$ cat src/rtl/mem_dec_pkg.sv
package mem_dec_pkg;
  typedef enum logic [1:0] {
    RES_REG = 2'd0,
    RES_RAM = 2'd1,
    RES_ROM = 2'd2,
    RES_EEP = 2'd3
  } res_e;
  localparam int unsigned NUM_RES = 4;
endpackage

$ cat src/rtl/mem_dec_window.sv
// Range match of one window; offset is address minus base when hit.
module mem_dec_window #(
  parameter int unsigned ADDR_W = 16,
  parameter int unsigned SIZE   = 1024,
  parameter int unsigned OFF_W  = 10
) (
  input  logic [ADDR_W-1:0] addr_i,
  input  logic [ADDR_W-1:0] base_i,
  input  logic              en_i,
  output logic              hit_o,
  output logic [OFF_W-1:0]  off_o
);
  logic [ADDR_W:0] addr_x;
  logic [ADDR_W:0] base_x;
  logic [ADDR_W:0] lim_x;

  assign addr_x = {1'b0, addr_i};
  assign base_x = {1'b0, base_i};
  // one extra bit so a window ending at the top of the map does not wrap
  assign lim_x  = base_x + (ADDR_W+1)'(SIZE);
  assign hit_o  = en_i && (addr_x >= base_x) && (addr_x < lim_x);
  assign off_o  = OFF_W'(addr_i - base_i);
endmodule

$ cat src/rtl/mem_dec_prio.sv
// Fixed priority: lowest index wins.
module mem_dec_prio #(
  parameter int unsigned N = 4
) (
  input  logic [N-1:0] req_i,
  output logic [N-1:0] gnt_o
);
  logic [N-1:0] blocked;

  assign blocked[0] = 1'b0;
  for (genvar i = 1; i < N; i++) begin : g_chain
    assign blocked[i] = blocked[i-1] | req_i[i-1];
  end
  assign gnt_o = req_i & ~blocked;
endmodule

$ cat src/rtl/mem_decoder.sv
module mem_decoder #(
  parameter int unsigned ADDR_W   = 16,
  parameter int unsigned PAGE_W   = 4,
  parameter int unsigned REG_SPAN = 96,
  parameter int unsigned REG_AW   = 7,
  parameter int unsigned RAM_SIZE = 1024,
  parameter logic [15:0] ROM_BASE = 16'hB000,
  parameter int unsigned ROM_SIZE = 512,
  parameter logic [15:0] EEP_BASE = 16'hB100,
  parameter int unsigned EEP_SIZE = 1024,
  localparam int unsigned RAM_OFF_W = $clog2(RAM_SIZE),
  localparam int unsigned ROM_OFF_W = $clog2(ROM_SIZE),
  localparam int unsigned EEP_OFF_W = $clog2(EEP_SIZE)
) (
  input  logic [ADDR_W-1:0]    addr_i,
  input  logic [PAGE_W-1:0]    ram_pos_i,
  input  logic [PAGE_W-1:0]    reg_pos_i,
  input  logic                 rom_en_i,
  output logic                 sel_reg_o,
  output logic                 sel_ram_o,
  output logic                 sel_rom_o,
  output logic                 sel_eep_o,
  output logic                 miss_o,
  output logic [REG_AW-1:0]    reg_off_o,
  output logic [RAM_OFF_W-1:0] ram_off_o,
  output logic [ROM_OFF_W-1:0] rom_off_o,
  output logic [EEP_OFF_W-1:0] eep_off_o
);
  import mem_dec_pkg::*;

  localparam int unsigned LOW_W = ADDR_W - PAGE_W;

  logic [ADDR_W-1:0]    reg_base, ram_base;
  logic [NUM_RES-1:0]   hit, gnt;
  logic [REG_AW-1:0]    reg_off;
  logic [RAM_OFF_W-1:0] ram_off;
  logic [ROM_OFF_W-1:0] rom_off;
  logic [EEP_OFF_W-1:0] eep_off;

  assign reg_base = {reg_pos_i, {LOW_W{1'b0}}};
  assign ram_base = {ram_pos_i, {LOW_W{1'b0}}};

  mem_dec_window #(.ADDR_W(ADDR_W), .SIZE(REG_SPAN), .OFF_W(REG_AW)) u_win_reg (
    .addr_i(addr_i), .base_i(reg_base), .en_i(1'b1),
    .hit_o(hit[RES_REG]), .off_o(reg_off)
  );
  mem_dec_window #(.ADDR_W(ADDR_W), .SIZE(RAM_SIZE), .OFF_W(RAM_OFF_W)) u_win_ram (
    .addr_i(addr_i), .base_i(ram_base), .en_i(1'b1),
    .hit_o(hit[RES_RAM]), .off_o(ram_off)
  );
  mem_dec_window #(.ADDR_W(ADDR_W), .SIZE(ROM_SIZE), .OFF_W(ROM_OFF_W)) u_win_rom (
    .addr_i(addr_i), .base_i(ADDR_W'(ROM_BASE)), .en_i(rom_en_i),
    .hit_o(hit[RES_ROM]), .off_o(rom_off)
  );
  mem_dec_window #(.ADDR_W(ADDR_W), .SIZE(EEP_SIZE), .OFF_W(EEP_OFF_W)) u_win_eep (
    .addr_i(addr_i), .base_i(ADDR_W'(EEP_BASE)), .en_i(1'b1),
    .hit_o(hit[RES_EEP]), .off_o(eep_off)
  );

  mem_dec_prio #(.N(NUM_RES)) u_prio (.req_i(hit), .gnt_o(gnt));

  assign sel_reg_o = gnt[RES_REG];
  assign sel_ram_o = gnt[RES_RAM];
  assign sel_rom_o = gnt[RES_ROM];
  assign sel_eep_o = gnt[RES_EEP];
  assign miss_o    = ~|hit;

  // offsets held at zero unless their window wins
  assign reg_off_o = gnt[RES_REG] ? reg_off : '0;
  assign ram_off_o = gnt[RES_RAM] ? ram_off : '0;
  assign rom_off_o = gnt[RES_ROM] ? rom_off : '0;
  assign eep_off_o = gnt[RES_EEP] ? eep_off : '0;
endmodule

$ cat config.mk
export PLATFORM = sky130hd
export DESIGN_NAME = mem_decoder
export DESIGN_NICKNAME = d
export VERILOG_FILES = /design/src/rtl/mem_dec_pkg.sv /design/src/rtl/mem_dec_window.sv /design/src/rtl/mem_dec_prio.sv /design/src/rtl/mem_decoder.sv
export SDC_FILE = /design/constraint.sdc
export NUM_CORES = 1
export LEC_CHECK = 0
export ABC_AREA = 1
export ABC_CLOCK_PERIOD_IN_PS = 3500
export BUFFER_PORTS_ARGS = -buffer_cell sky130_fd_sc_hd__buf_2
export CORE_ASPECT_RATIO = 0.7
export CORE_MARGIN = 2
export CORE_UTILIZATION = 40
export DETAILED_ROUTE_END_ITERATION = 10
export PLACE_DENSITY = 0.86
export SYNTH_ARGS = -nofsm -noshare
export SYNTH_HDL_FRONTEND = slang
export SYNTH_SLANG_ARGS = --single-unit
$ cat constraint.sdc
create_clock -name vclk -period 3.5
set_clock_uncertainty 0.05 [all_clocks]
set_input_delay 1.05 -clock vclk [all_inputs]
set_output_delay 1.05 -clock vclk [all_outputs]
set_load 0.02 [all_outputs]
==> results of run 1 <==
[through the flow]
| stage | worst slack, ns | setup TNS [ns] |
|---|---|---|
| CTS | -0.0542 | -0.768 |
| detailed placement | -0.0965 | -2.46 |
| global placement | -0.0758 | -1.82 |
| floorplan | 0.0749 | 0 |
[repair_timing]
action,in CTS
hold buffers,0
buffers inserted,6
hold endpoints to repair,0
resized for setup,96
pin swaps,3
gates cloned,2
endpoints found under the setup margin,37
[cells by family after synthesis]
group	share of synthesized area
AND/OR/NAND/NOR	0.574
adder cells (fa/ha/maj)	0.179
buffers and inverters	0.183
AO/OA/AOI/OAI	0.0641
[Yosys cell counts (all sizes together)]
cell type,n,area share
nor2,52,0.32
inv,36,0.17
nand2,30,0.16
ha,12,0.18
a21oi,5,0.048
nand3,3,0.033
nand3b,2,0.018
nand4,2,0.022
nor3,2,0.012
o21ai,2,0.016
and3,1,0.0075
buf,1,0.013
==> out/qor_table.md, run 1 <==
| Result | This run | Unit |
|:---|:---|:---|
| Result of the run | aborted with a tool error | - |
| Step where the flow halted | global routing (5_1_grt) | - |
| Stop err | [ERROR DPL-0038] Utilization greater than 100%, impossible to legalize | - |
| Placed Cells incl. Taps | 245 | - |
| Kind of endpoint with the least setup slack | primary output | - |
| Count of port buffers added during placement | 66 | - |
| Proportion of synthesized chip area in sequential cells | 0 | - |
| Worst setup endpoint after the global-route repair_timing | ram_off_o[1] | - |
| Post-placement cell area | 1270 | um2 |
| Starting density of the core | 0.437 | - |
| Number of nets produced by synthesis | 185 | - |
| Pin count of the biggest net entering global routing | 11 | - |
| Cell Area, Synth | 840 | um2 |
| Total number of placement rows | 13 | - |
| Horizontal die dimension | 58.8 | um |
| Synthesized netlist cell count | 148 | - |
| Height of the chip | 42.3 | um |
| I/O pins | 66 | - |
| Total of warnings raised by yosys | 0 | - |
| Avg Synthesized Cell Area | 5.67 | um2 |
| Final HPWL DP | 2180 | um |
| Final RePlAce weighted congestion | 0.842 | - |
| Netlist cell types | 25 | - |
==> run 2: changes to the inputs <==
CORE_AREA = 2 2 63 65   (was unset)
CORE_ASPECT_RATIO = unset   (was 0.7)
CORE_MARGIN = unset   (was 2)
CORE_UTILIZATION = unset   (was 40)
DIE_AREA = 0 0 65 67   (was unset)
PLACE_DENSITY = unset   (was 0.86)
PLACE_DENSITY_LB_ADDON = 0.15   (was unset)
==> out/qor_table.md, run 2 <==
| Result | This run | Unit | Delta |
|:---|:---|:---|:---|
| Final worst setup slack | -0.00848 | ns |  |
| Global-route wire length before repair | 4340 | um |  |
| Met2 Wirelength | 1380 | um |  |
| Avg Synthesized Cell Area | 5.67 | um2 | unchanged |
| Pre-CTS setup slack | -0.116 | ns | was -0.0965 ns |
| Type of the worst setup path | in -> out | - |  |
| Placeable core region | 3610 | um2 |  |
| Setup repair after global routing missed its margin | yes | - |  |
| Comb power frac | 1.000 | - |  |
| Via count of the first global-routing pass | 1033 | - |  |
| Time the worst path needs with I/O delays and setup | 3.51 | ns |  |
| Proportion of synthesized chip area in sequential cells | 0 | - | unchanged |
| Reg power frac | 0 | - |  |
| Register Area | 0 | um2 |  |
| Top routing layer in use | met3 | - |  |
| Cell type with the largest total area after synthesis | sky130_fd_sc_hd__ha_1 | - | unchanged |
| Number of cells on the critical path | 10 | - |  |
| Number of nets produced by synthesis | 185 | - | unchanged |
| Fin crit share | 1.00 | - |  |
| Hold buffer count at cts | 0 | - | unchanged |
| Count of port buffers added during placement | 66 | - | unchanged |
| Routed length on met3 | 234 | um |  |
| Net switching fraction of the power | 0.551 | - |  |
| Horizontal die dimension | 65 | um | was 58.8 um |
| Worst slew margin relative to its limit | 0.846 | - |  |
| Pleak | 0.000944 | uW |  |
| Crit path buf inv count | 4 | - |  |
| Via total after detailed routing | 1158 | - |  |
| Worst IR drop on VDD | 53.2 | uV |  |
| Drt wl/cell | 10.3 | um |  |
| Net switching power | 108 | uW |  |
| Seq Cell Count | 0 | - |  |
| Total setup violations reported at the end of the flow | 4 | - |  |
| Post-route core utilization | 0.488 | - |  |
| I/O pins | 66 | - | unchanged |
| Result of the run | finished, violations left | - | was aborted with a tool error |
| Pin count of the biggest net entering global routing | 11 | - |  |
| Length of the first detailed-routing pass in iterations | 4 | - |  |
| Full die area | 4360 | um2 |  |
| Placed Cells incl. Taps | 276 | - | was 245 |
| Total number of placement rows | 22 | - | was 13 |
| Stage delay of the slowest cell on the critical path | 0.25 | ns |  |
| Area grow syn2layout | 110 | % |  |
| Wire length the detailed router placed on met1 | 1270 | um |  |
| Detailed router's first-iteration violation count | 26 | - |  |
| Cell Area, Synth | 840 | um2 | unchanged |
| Number of clock buffers in the layout | 0 | - |  |
| Upper clock frequency limit | 0.285 | GHz |  |
| Area contributors post-synth | sky130_fd_sc_hd__ha_1 (18%), sky130_fd_sc_hd__nor2_2 (15%), sky130_fd_sc_hd__nor2_1 (13%) | - | unchanged |
| Final-report max-slew violation count | 0 | - |  |
| Share of layout cells above drive strength 1 | 0.647 | - |  |
| Pwr per Cell Area | 112 | nW/um2 |  |
| Non-filler instance count after layout | 280 | - |  |
| Final RePlAce weighted congestion | 0.723 | - | was 0.842 |
| Worst hold margin | 2.36 | ns |  |
| CP max-delay cell | sky130_fd_sc_hd__ha_4 | - |  |
| Crit path cell chain | buf_6, buf_4, ha_4, nand3b_1, nor2_2, nand3_4, nand4_4, clkbuf_16, nor2_4, buf_6 | - |  |
| Starting density of the core | 0.233 | - | was 0.437 |
| Startpoint Class | primary input | - |  |
| Total of warnings raised by yosys | 0 | - | unchanged |
| Number of nets at the end of the flow | 271 | - |  |
| Pint | 88.2 | uW |  |
| Violated checks | setup timing | - |  |
| CP dominant cell by count | sky130_fd_sc_hd__buf_6 | - |  |
| Critical path startpoint | addr_i[13] | - |  |
| Via-to-Cell Ratio | 4.14 | - |  |
| Antenna violations before repair | 0 | - |  |
| Most common cell after layout, fill and taps aside | sky130_fd_sc_hd__buf_4 | - |  |
| Grt ovf | 0 | - |  |
| Synth cell count leaders | sky130_fd_sc_hd__nor2_1 (30), sky130_fd_sc_hd__inv_1 (26), sky130_fd_sc_hd__nand2_1 (25) | - | unchanged |
| Data required time of the worst path | 2.40 | ns |  |
| Worst min-delay path category | in -> out | - |  |
| Synthesized netlist cell count | 148 | - | unchanged |
| Worst-margin pin slew | 0.230 | ns |  |
| Total count of hold-check failures in the final report | 0 | - |  |
| Residual antenna-violating net count after detailed routing | 0 | - |  |
| Number of max-capacitance violations reported | 0 | - |  |
| Worst setup EP type | output port | - |  |
| Commonest cells after routing, fill and taps aside | sky130_fd_sc_hd__buf_4 (29), sky130_fd_sc_hd__buf_2 (28), sky130_fd_sc_hd__nor2_1 (27) | - |  |
| Diode count | 0 | - |  |
| Netlist cell types | 25 | - | unchanged |
| Crit path max fanout | 5 | - |  |
| Endpoint of the most critical setup path | eep_off_o[4] | - |  |
| Share of the synthesized area in the top cell type | 0.179 | - | unchanged |
| Share of power burned in the clock network | 0 | - |  |
| Height of the chip | 67 | um | was 42.3 um |
| DRC errors left | 0 | - |  |
| Final HPWL DP | 2150 | um | was 2180 um |
| Fill cells | 364 | - |  |
| Top delay family on crit path | simple AND/OR/NAND/NOR gates | - |  |
| GR Util All Layers | 0.120 | - |  |
| Count leader, synth | sky130_fd_sc_hd__nor2_1 | - | unchanged |
| Total wire length after detailed routing | 2880 | um |  |
| Arrival time at the worst endpoint | 2.41 | ns |  |
==> run 2: how the worst min path moves through the flow <==
stage	startpoint	endpoint	slack, ns	cells after the start
after floorplan	addr_i[8]	eep_off_o[8]	2.10	1
after global placement	addr_i[8]	eep_off_o[8]	2.36	3
after detailed placement	addr_i[8]	eep_off_o[8]	2.36	3
after CTS	addr_i[8]	eep_off_o[8]	2.34	3
after global routing	addr_i[8]	eep_off_o[8]	2.37	3
final	addr_i[8]	eep_off_o[8]	2.36	3
==> run 2: routing by layer <==
metal,track usage,vias to the layer above
met5,0,-
li1,-,609
met3,0.0135,0
met4,0,0
met1,0.144,491
met2,0.240,58
==> run 2: layout make-up <==
cell class	instances	area (um2)	area share
Multi-Input combinational cell	112	863	0.491
Inverter	36	148	0.0839
Tap cell	48	60.1	0.0341
Timing Repair Buffer	84	688	0.391
==> run 2: power by group through the flow <==
stage	clock, uW	combinational, uW	sequential [uW]
2_1_floorplan	0	95.6	0
3_3_place_gp	0	153	0
3_5_place_dp	0	153	0
4_1_cts	0	176	0
5_1_grt	0	216	0
6_report	0	196	0
==> run 2: what timing repair did <==
action	4_1_cts	5_1_grt
gates cloned	1	1
setup buffers	1	1
gates resized for setup	50	50
setup endpoints to repair	38	40
pin swaps	5	8
==> run 2: logic make-up (layout without fill, tap and decap cells) <==
| family | Yosys count | in the layout | share of synthesized area |
|---|---|---|---|
| buf+inv | 37 | 120 | 0.183 |
| fa+ha+maj | 12 | 12 | 0.179 |
| simple gates | 92 | 93 | 0.574 |
| compound gates | 7 | 7 | 0.0641 |
==> run 2: tightest hold or removal path: stages <==
cell	delay, ns
sky130_fd_sc_hd__clkbuf_4	0.14
sky130_fd_sc_hd__nor2_4	0.04
sky130_fd_sc_hd__buf_6	0.12
==> run 2: through the flow <==
step | total power (uW) | setup TNS [ns] | area [um2]
2_1_floorplan | 95.6 | 0 | 840
3_3_place_gp | 153 | -3.11 | 1340
3_5_place_dp | 153 | -2.66 | 1340
4_1_cts | 176 | -0.0603 | 1580
5_1_grt | 216 | -1.94 | 1760
6_report | 196 | -0.0189 | 1760
No activity file was read; power rests on OpenSTA's default activity.
